--- src/rtl/mbox_pkg.sv ---
`timescale 1ns/1ps
package mbox_pkg;
   typedef logic [7:0] byte_t;

   localparam int NUM_SIDES    = 2;
   localparam int SIDE_HST     = 0;
   localparam int SIDE_MC      = 1;

   localparam int OFF_FLAG     = 15;
   localparam int OFF_STS0     = 16;
   localparam int OFF_STS1     = 17;
   localparam int OFF_CTRL_MC  = 18;
   localparam int OFF_CTRL_HST = 19;
   localparam int OFF_EN_MC    = 20;
   localparam int OFF_EN_HST   = 22;
   localparam int OFF_LAST     = 23;

   localparam int BIT_SEND     = 0;
   localparam int BIT_MASK     = 1;
   localparam int BIT_PEND     = 7;
   localparam int FLAG_STS_BIT = 15;
endpackage

--- src/rtl/mbox_data_bank.sv ---
`timescale 1ns/1ps
module mbox_data_bank
   import mbox_pkg::*;
#(
   parameter int ADDR_W   = 8,
   parameter int NUM_DATA = 15
) (
   input  logic                  clk,
   input  logic                  rst_n,
   input  logic                  hst_wr,
   input  logic [ADDR_W-1:0]     hst_addr,
   input  byte_t                 hst_wdata,
   input  logic                  mc_wr,
   input  logic [ADDR_W-1:0]     mc_addr,
   input  byte_t                 mc_wdata,
   output logic [NUM_DATA:0][7:0] bank_q
);
   // entries 0..NUM_DATA-1 are data bytes, entry NUM_DATA is the flag byte
   for (genvar i = 0; i <= NUM_DATA; i++) begin : g_byte
      localparam int OFF = (i == NUM_DATA) ? OFF_FLAG : i;
      logic hst_hit, mc_hit;
      byte_t q;
      assign hst_hit = hst_wr && (hst_addr == ADDR_W'(OFF));
      assign mc_hit  = mc_wr  && (mc_addr  == ADDR_W'(OFF));

      always_ff @(posedge clk or negedge rst_n) begin
         if (!rst_n)       q <= '0;
         else if (mc_hit)  q <= mc_wdata;
         else if (hst_hit) q <= hst_wdata;
      end
      assign bank_q[i] = q;

      assert_mc_wins_R3: assert property (@(posedge clk) disable iff (!rst_n)
         (hst_hit && mc_hit) |=> (q == $past(mc_wdata)));
   end
endmodule

--- src/rtl/mbox_status.sv ---
`timescale 1ns/1ps
module mbox_status
   import mbox_pkg::*;
#(
   parameter int ADDR_W = 8
) (
   input  logic              clk,
   input  logic              rst_n,
   input  logic              hst_wr,
   input  logic [ADDR_W-1:0] hst_addr,
   input  byte_t             hst_wdata,
   input  logic              mc_wr,
   input  logic [ADDR_W-1:0] mc_addr,
   input  byte_t             mc_wdata,
   output logic [15:0]       sts_q
);
   logic        flag_wr;
   logic [15:0] set_v, clr_v;
   assign flag_wr = mc_wr && (mc_addr == ADDR_W'(OFF_FLAG));

   for (genvar b = 0; b < 2; b++) begin : g_sbyte
      localparam int OFF = OFF_STS0 + b;
      byte_t set_b, clr_b, q;
      always_comb begin
         set_b = (mc_wr && mc_addr == ADDR_W'(OFF)) ? mc_wdata : '0;
         if (b == 1 && flag_wr) set_b[FLAG_STS_BIT - 8] = 1'b1;
         clr_b = (hst_wr && hst_addr == ADDR_W'(OFF)) ? hst_wdata : '0;
      end
      always_ff @(posedge clk or negedge rst_n) begin
         if (!rst_n) q <= '0;
         else        q <= (q & ~clr_b) | set_b;
      end
      assign sts_q[8*b +: 8] = q;
      assign set_v[8*b +: 8] = set_b;
      assign clr_v[8*b +: 8] = clr_b;
   end

   assert_flag_raises_R7: assert property (@(posedge clk) disable iff (!rst_n)
      flag_wr |=> sts_q[FLAG_STS_BIT]);
   assert_set_wins_R8: assert property (@(posedge clk) disable iff (!rst_n)
      (set_v != 0) |=> ((sts_q & $past(set_v)) == $past(set_v)));
   assert_clear_only_R8: assert property (@(posedge clk) disable iff (!rst_n)
      ((clr_v != 0) && (set_v == 0)) |=> ((sts_q & $past(clr_v)) == 16'h0000));
endmodule

--- src/rtl/mbox_side.sv ---
`timescale 1ns/1ps
module mbox_side
   import mbox_pkg::*;
#(
   parameter int ADDR_W   = 8,
   parameter int CTRL_OFF = OFF_CTRL_HST,
   parameter int EN_OFF   = OFF_EN_HST
) (
   input  logic              clk,
   input  logic              rst_n,
   input  logic              wr,
   input  logic [ADDR_W-1:0] addr,
   input  byte_t             wdata,
   input  logic              peer_send,
   input  logic [15:0]       sts,
   output logic              send_o,
   output byte_t             ctrl_byte,
   output logic [15:0]       en_q,
   output logic              irq_n
);
   logic  ctrl_hit, pend_q, mask_q;
   byte_t en_b [2];

   assign ctrl_hit = wr && (addr == ADDR_W'(CTRL_OFF));
   assign send_o   = ctrl_hit && wdata[BIT_SEND];

   always_ff @(posedge clk or negedge rst_n) begin
      if (!rst_n) begin
         pend_q <= 1'b0;
         mask_q <= 1'b0;
      end else begin
         if (peer_send)                          pend_q <= 1'b1;
         else if (ctrl_hit && wdata[BIT_PEND])   pend_q <= 1'b0;
         if (ctrl_hit)                           mask_q <= wdata[BIT_MASK];
      end
   end

   for (genvar b = 0; b < 2; b++) begin : g_en
      logic hit;
      assign hit = wr && (addr == ADDR_W'(EN_OFF + b));
      always_ff @(posedge clk or negedge rst_n) begin
         if (!rst_n)   en_b[b] <= '0;
         else if (hit) en_b[b] <= wdata;
      end
   end
   assign en_q = {en_b[1], en_b[0]};

   always_comb begin
      ctrl_byte           = '0;
      ctrl_byte[BIT_PEND] = pend_q;
      ctrl_byte[BIT_MASK] = mask_q;
   end

   assign irq_n = !((pend_q && !mask_q) || ((sts & en_q) != 16'h0000));

   assert_peer_pends_R4: assert property (@(posedge clk) disable iff (!rst_n)
      peer_send |=> pend_q);
   assert_w1c_R5: assert property (@(posedge clk) disable iff (!rst_n)
      (ctrl_hit && wdata[BIT_PEND] && !peer_send) |=> !pend_q);
   assert_keep_pend_R5: assert property (@(posedge clk) disable iff (!rst_n)
      (pend_q && !(ctrl_hit && wdata[BIT_PEND])) |=> pend_q);
   assert_masked_quiet_R9: assert property (@(posedge clk) disable iff (!rst_n)
      (mask_q && ((sts & en_q) == 16'h0000)) |-> irq_n);
endmodule

--- src/rtl/mailbox_regfile.sv ---
`timescale 1ns/1ps
module mailbox_regfile
   import mbox_pkg::*;
#(
   parameter int ADDR_W   = 8,
   parameter int NUM_DATA = 15
) (
   input  logic              clk,
   input  logic              rst_n,
   input  logic [ADDR_W-1:0] hst_addr,
   input  logic              hst_wr,
   input  logic [7:0]        hst_wdata,
   input  logic              hst_rd,
   output logic [7:0]        hst_rdata,
   output logic              hst_irq_n,
   input  logic [ADDR_W-1:0] mc_addr,
   input  logic              mc_wr,
   input  logic [7:0]        mc_wdata,
   input  logic              mc_rd,
   output logic [7:0]        mc_rdata,
   output logic              mc_irq_n
);
   if (ADDR_W < 5) begin : g_bad_addr
      $error("ADDR_W must reach offset 0x17");
   end
   if (NUM_DATA < 1 || NUM_DATA > OFF_FLAG) begin : g_bad_data
      $error("NUM_DATA must lie in 1..15");
   end

   logic [ADDR_W-1:0]     addr_a [NUM_SIDES];
   logic                  wr_a   [NUM_SIDES];
   logic                  rd_a   [NUM_SIDES];
   byte_t                 wd_a   [NUM_SIDES];
   byte_t                 rq_a   [NUM_SIDES];
   logic                  irq_a  [NUM_SIDES];
   logic                  send_a [NUM_SIDES];
   byte_t                 ctrl_a [NUM_SIDES];
   logic [15:0]           en_a   [NUM_SIDES];
   logic [NUM_DATA:0][7:0] bank_q;
   logic [15:0]           sts_q;

   assign addr_a[SIDE_HST] = hst_addr;  assign addr_a[SIDE_MC] = mc_addr;
   assign wr_a[SIDE_HST]   = hst_wr;    assign wr_a[SIDE_MC]   = mc_wr;
   assign rd_a[SIDE_HST]   = hst_rd;    assign rd_a[SIDE_MC]   = mc_rd;
   assign wd_a[SIDE_HST]   = hst_wdata; assign wd_a[SIDE_MC]   = mc_wdata;
   assign hst_rdata = rq_a[SIDE_HST];   assign mc_rdata  = rq_a[SIDE_MC];
   assign hst_irq_n = irq_a[SIDE_HST];  assign mc_irq_n  = irq_a[SIDE_MC];

   mbox_data_bank #(.ADDR_W(ADDR_W), .NUM_DATA(NUM_DATA)) bank_i (
      .clk(clk), .rst_n(rst_n),
      .hst_wr(hst_wr), .hst_addr(hst_addr), .hst_wdata(hst_wdata),
      .mc_wr(mc_wr), .mc_addr(mc_addr), .mc_wdata(mc_wdata),
      .bank_q(bank_q));

   mbox_status #(.ADDR_W(ADDR_W)) status_i (
      .clk(clk), .rst_n(rst_n),
      .hst_wr(hst_wr), .hst_addr(hst_addr), .hst_wdata(hst_wdata),
      .mc_wr(mc_wr), .mc_addr(mc_addr), .mc_wdata(mc_wdata),
      .sts_q(sts_q));

   for (genvar s = 0; s < NUM_SIDES; s++) begin : g_side
      localparam int CTRL_OFF = (s == SIDE_MC) ? OFF_CTRL_MC : OFF_CTRL_HST;
      localparam int EN_OFF   = (s == SIDE_MC) ? OFF_EN_MC   : OFF_EN_HST;
      byte_t rd_mux;

      mbox_side #(.ADDR_W(ADDR_W), .CTRL_OFF(CTRL_OFF), .EN_OFF(EN_OFF)) side_i (
         .clk(clk), .rst_n(rst_n),
         .wr(wr_a[s]), .addr(addr_a[s]), .wdata(wd_a[s]),
         .peer_send(send_a[NUM_SIDES-1-s]), .sts(sts_q),
         .send_o(send_a[s]), .ctrl_byte(ctrl_a[s]), .en_q(en_a[s]),
         .irq_n(irq_a[s]));

      always_comb begin
         rd_mux = '0;
         for (int i = 0; i < NUM_DATA; i++)
            if (addr_a[s] == ADDR_W'(i)) rd_mux = bank_q[i];
         if (addr_a[s] == ADDR_W'(OFF_FLAG))       rd_mux = bank_q[NUM_DATA];
         if (addr_a[s] == ADDR_W'(OFF_STS0))       rd_mux = sts_q[7:0];
         if (addr_a[s] == ADDR_W'(OFF_STS1))       rd_mux = sts_q[15:8];
         if (addr_a[s] == ADDR_W'(OFF_CTRL_MC))    rd_mux = ctrl_a[SIDE_MC];
         if (addr_a[s] == ADDR_W'(OFF_CTRL_HST))   rd_mux = ctrl_a[SIDE_HST];
         if (addr_a[s] == ADDR_W'(OFF_EN_MC))      rd_mux = en_a[SIDE_MC][7:0];
         if (addr_a[s] == ADDR_W'(OFF_EN_MC + 1))  rd_mux = en_a[SIDE_MC][15:8];
         if (addr_a[s] == ADDR_W'(OFF_EN_HST))     rd_mux = en_a[SIDE_HST][7:0];
         if (addr_a[s] == ADDR_W'(OFF_EN_HST + 1)) rd_mux = en_a[SIDE_HST][15:8];
      end

      always_ff @(posedge clk or negedge rst_n) begin
         if (!rst_n)        rq_a[s] <= '0;
         else if (rd_a[s])  rq_a[s] <= rd_mux;
      end

      assert_rdata_hold_R2: assert property (@(posedge clk) disable iff (!rst_n)
         !rd_a[s] |=> $stable(rq_a[s]));
      assert_unimpl_zero_R10: assert property (@(posedge clk) disable iff (!rst_n)
         (rd_a[s] && addr_a[s] > ADDR_W'(OFF_LAST)) |=> (rq_a[s] == 8'h00));
      assert_send_reads_zero_R4: assert property (@(posedge clk) disable iff (!rst_n)
         ctrl_a[s][BIT_SEND] == 1'b0);
      assert_reset_quiet_R1: assert property (@(posedge clk)
         $rose(rst_n) |-> (irq_a[s] && rq_a[s] == 8'h00));
   end
endmodule

--- config.mk ---
export PLATFORM = sky130hd
export DESIGN_NAME = mailbox_regfile
export DESIGN_NICKNAME = d
export VERILOG_FILES = /design/src/rtl/mbox_pkg.sv /design/src/rtl/mbox_data_bank.sv /design/src/rtl/mbox_status.sv /design/src/rtl/mbox_side.sv /design/src/rtl/mailbox_regfile.sv
export SDC_FILE = /design/constraint.sdc
export NUM_CORES = 1
export LEC_CHECK = 0
export ABC_AREA = 1
export BUFFER_PORTS_ARGS = -buffer_cell sky130_fd_sc_hd__buf_2
export CAP_MARGIN = 20
export CORE_AREA = 2 2 152 154
export DETAILED_ROUTE_END_ITERATION = 8
export DIE_AREA = 0 0 154 156
export PLACE_DENSITY = 0.69
export SLEW_MARGIN = 20
export SYNTH_ARGS = -nofsm -noshare
export SYNTH_HDL_FRONTEND = slang
export SYNTH_SLANG_ARGS = --single-unit
--- constraint.sdc ---
create_clock -name clk -period 1.5 [get_ports clk]
set_clock_uncertainty 0.05 [all_clocks]
set_input_delay 0.3 -clock clk [delete_from_list [all_inputs] [get_ports clk]]
set_output_delay 0.3 -clock clk [all_outputs]
set_load 0.03 [all_outputs]
==> results.sh <==
export IMPL_syn_num_nets=1713
export IMPL_violations="design-rule violations, negative setup slack"
export IMPL_cts_clk_slew_worst_paths_ns=0.08
export IMPL_p_per_area_nw_per_um2=747
export IMPL_final_cell_mix="sky130_fd_sc_hd__nand2_1, sky130_fd_sc_hd__buf_4, sky130_fd_sc_hd__dfrtp_1, sky130_fd_sc_hd__inv_1, sky130_fd_sc_hd__o21ai_0"
export IMPL_fin_crit_ns=2.57
export IMPL_vias_per_cell=6.40
export IMPL_cts_root_buf="sky130_fd_sc_hd__clkbuf_16"
export IMPL_syn2layout_area_growth_pct=56.0
export IMPL_unrepaired_setup_endpoints_after_global_routing="yes"
export IMPL_mean_instance_size_in_the_synthesized_netlist_sq_um=6.94
export IMPL_maxClockFrequency_mhz=389
export IMPL_hold_path_class="in -> reg"
export IMPL_worst_slew_pin_slew_ns=0.729
export IMPL_summed_instance_area_of_the_synthesized_netlist_sq_um=11600
export IMPL_run_status="finished, violations left"
export IMPL_final_common_cell="sky130_fd_sc_hd__nand2_1"
export IMPL_route_antenna_remaining_nets=0
export IMPL_globalRouteOverflowTotal=0
export IMPL_power_static_leakage_nw=8.85
export IMPL_dieWidth_microns=154
export IMPL_gr_usage_all_layers_pct=51.0
export IMPL_design_portCount=56
export IMPL_h_tree_depth=4
export IMPL_grt_first_pass_wirelength_microns=91300
export IMPL_max_slew_margin_rel_pct=51.3
export IMPL_post_layout_utilization_of_the_core_pct=81.1
export IMPL_netlist_cell_type_count=37
export IMPL_share_of_yosys_cell_area_claimed_by_the_top_area_cell_type_pct=42.2
export IMPL_hpwl_microns=43400
export IMPL_whs_ns=0.134
export IMPL_finish_net_count=2180
export IMPL_setup_viol=121
export IMPL_yosys_warns=0
export IMPL_final_layout_size_suffix_gt1_share_pct=39.8
export IMPL_path_max_fanout=6
export IMPL_clock_tree_buffer_depth=2
export IMPL_routed_wire_length_per_instance_microns=25.3
export IMPL_number_of_global_route_vias_before_repair=15679
export IMPL_antenna_found_initial=1
export IMPL_route_vias_total=15608
export IMPL_start_util_pct=52.0
export IMPL_dominantRegCellSynth="sky130_fd_sc_hd__dfrtp_1"
export IMPL_synth_seq_cells=196
export IMPL_setup_ws_ns=-1.07
export IMPL_drv_max_cap_violation_count=0
export IMPL_detailedRoute_firstPassIterationCount=9
export IMPL_drt_wl_total_microns=61700
export IMPL_critPathLaunchType="primary input"
export IMPL_cts_inserted_buffers=17
export IMPL_routabilityCongestion=1.13
export IMPL_detail_route_iter0_violations=2224
export IMPL_critPathKind="in -> reg"
export IMPL_postSynthCellCount=1675
export IMPL_rows=55
export IMPL_worstSkewPairLatency_ns=0.46
export IMPL_layout_filler_cells=1450
export IMPL_tritoncts_clock_tree="built"
export IMPL_numClockSinks=196
export IMPL_min_period_over_period_pct=171
export IMPL_synth_area_leader_cell="sky130_fd_sc_hd__dfrtp_1"
export IMPL_hold_violations=0
export IMPL_design_die_area_sq_um=24000
export IMPL_placement_setup_worst_slack_ns=-1.69
export IMPL_worst_endpoint_arrival_ns=2.88
export IMPL_route_detailed_drc=22
export IMPL_post_synth_edffs=0
export IMPL_core_sq_um=22400
export IMPL_synth_area_top_cells="sky130_fd_sc_hd__dfrtp_1, sky130_fd_sc_hd__nand2_1, sky130_fd_sc_hd__o21ai_0"
export IMPL_finalPower_w=0.0136
export IMPL_maxSlewViolCount=0
export IMPL_endpoint_kind="flop"
export IMPL_place_port_buffers=55
export IMPL_die_height_microns=156
export IMPL_fin_setup_tns_ns=-45.02
export IMPL_ir_drop_v=0.000805
export IMPL_asyncSetResetFlopFracSynth_pct=100
export IMPL_synth_yosys_seq_area_share_pct=42.2
export IMPL_required_ns=1.81
export IMPL_maximum_number_of_pins_on_one_net_before_global_route_repair=44
[final timing paths]
path / cells after the start / end / from / slack [ns]
min reg2reg: 2 / hst_rdata[7] / hst_rdata[7] / 0.43
max reg2reg: 14 / hst_rdata[2] / bank_i.g_byte[0].q[2] / -0.98
max in group asynchronous: 3 / bank_i.g_byte[13].q[7] / rst_n / 0.49
max: 21 / hst_rdata[2] / hst_addr[4] / -1.07
min: 3 / bank_i.g_byte[14].q[3] / mc_wdata[3] / 0.13
min in group asynchronous: 2 / bank_i.g_byte[14].q[2] / rst_n / 0.28
[registers in the layout (all words and copies together), names as in the netlist]
name / flops
bank_i.g_byte.q: 128
g_side.side_i.en_q: 32
g_side.side_i.mask_q: 2
g_side.side_i.pend_q: 2
hst_rdata: 8
mc_rdata: 8
status_i.g_sbyte.q: 16
[report_power, final]
group | internal, W | switching [W]
combinational | 0.00113 | 0.00161
sequential | 0.00576 | 0.000469
clock | 0.00217 | 0.00241
[cell families after synthesis]
kind of cell / count (synthesis) / synth area share [%]
flip-flops: 196 / 42.2
buffers and inverters: 239 / 7.86
AND/OR/NAND/NOR: 871 / 31.5
AO/OA/AOI/OAI: 369 / 18.5
[routing by layer]
layer  GRT usage, %  part of all wire, %  vias to the layer above
met2           78.5                   43                     1356
met1           59.7                   34                     7224
met3           16.9                   14                      490
met4           37.8                  9.7                        0
met5              0                    0                        -
li1               -                    -                     6538
[cell type report]
| cell class | count | area (sq um) | share of cell area, % |
|---|---|---|---|
| multi-input cells | 1242 | 7280 | 40.2 |
| flip-flops and latches | 196 | 4900 | 27.1 |
| repair buffers | 488 | 4210 | 23.2 |
| inverters | 197 | 825 | 4.55 |
| clock buffers | 17 | 425 | 2.35 |
| well taps | 285 | 357 | 1.97 |
| clock inverters | 12 | 119 | 0.656 |
| diodes | 1 | 2.50 | 0.0138 |
[repair_timing]
action,CTS,global route
setup endpoints to repair,147,188
gates cloned,3,1
resized for setup,312,159
buffers inserted,45,17
hold endpoints to repair,29,0
hold buffers,1,0
pin swaps,78,75
[critical path, stage by stage]
cell and delay, ns:
sky130_fd_sc_hd__buf_6 0.07, sky130_fd_sc_hd__clkinvlp_4 0.09, sky130_fd_sc_hd__nand3_4 0.18, sky130_fd_sc_hd__clkinv_8 0.12
sky130_fd_sc_hd__buf_6 0.15, sky130_fd_sc_hd__nand2_4 0.08, sky130_fd_sc_hd__nor2_4 0.05, sky130_fd_sc_hd__buf_6 0.12
sky130_fd_sc_hd__buf_6 0.12, sky130_fd_sc_hd__nand2_2 0.05, sky130_fd_sc_hd__nand4_1 0.18, sky130_fd_sc_hd__nor3_2 0.22
sky130_fd_sc_hd__nand4_1 0.23, sky130_fd_sc_hd__nor2_2 0.21, sky130_fd_sc_hd__nand4_1 0.14, sky130_fd_sc_hd__nand2_1 0.13
sky130_fd_sc_hd__nand2_2 0.09, sky130_fd_sc_hd__nand2_2 0.08, sky130_fd_sc_hd__nand4_1 0.10, sky130_fd_sc_hd__nand2_1 0.11
sky130_fd_sc_hd__nand2_1 0.05
[metrics by stage]
step                      area (sq um)  cells
final                            18100   2438
after global routing             18100   2437
after CTS                        17500   2425
after detailed placement         15600   2350
after global placement           15600   2350
after floorplan                  12100   1675
[cell usage after synthesis, types with 16 or more instances]
library cell and number:
sky130_fd_sc_hd__nand3_1 34, sky130_fd_sc_hd__o21ai_0 212, sky130_fd_sc_hd__nor2_2 17, sky130_fd_sc_hd__nor2_1 129, sky130_fd_sc_hd__a21oi_1 58, sky130_fd_sc_hd__inv_1 180
sky130_fd_sc_hd__nand4_1 68, sky130_fd_sc_hd__nor3_1 16, sky130_fd_sc_hd__clkbuf_1 37, sky130_fd_sc_hd__nand2_1 582, sky130_fd_sc_hd__dfrtp_1 196, sky130_fd_sc_hd__o221ai_1 56
No activity file was read; power rests on OpenSTA's default activity.
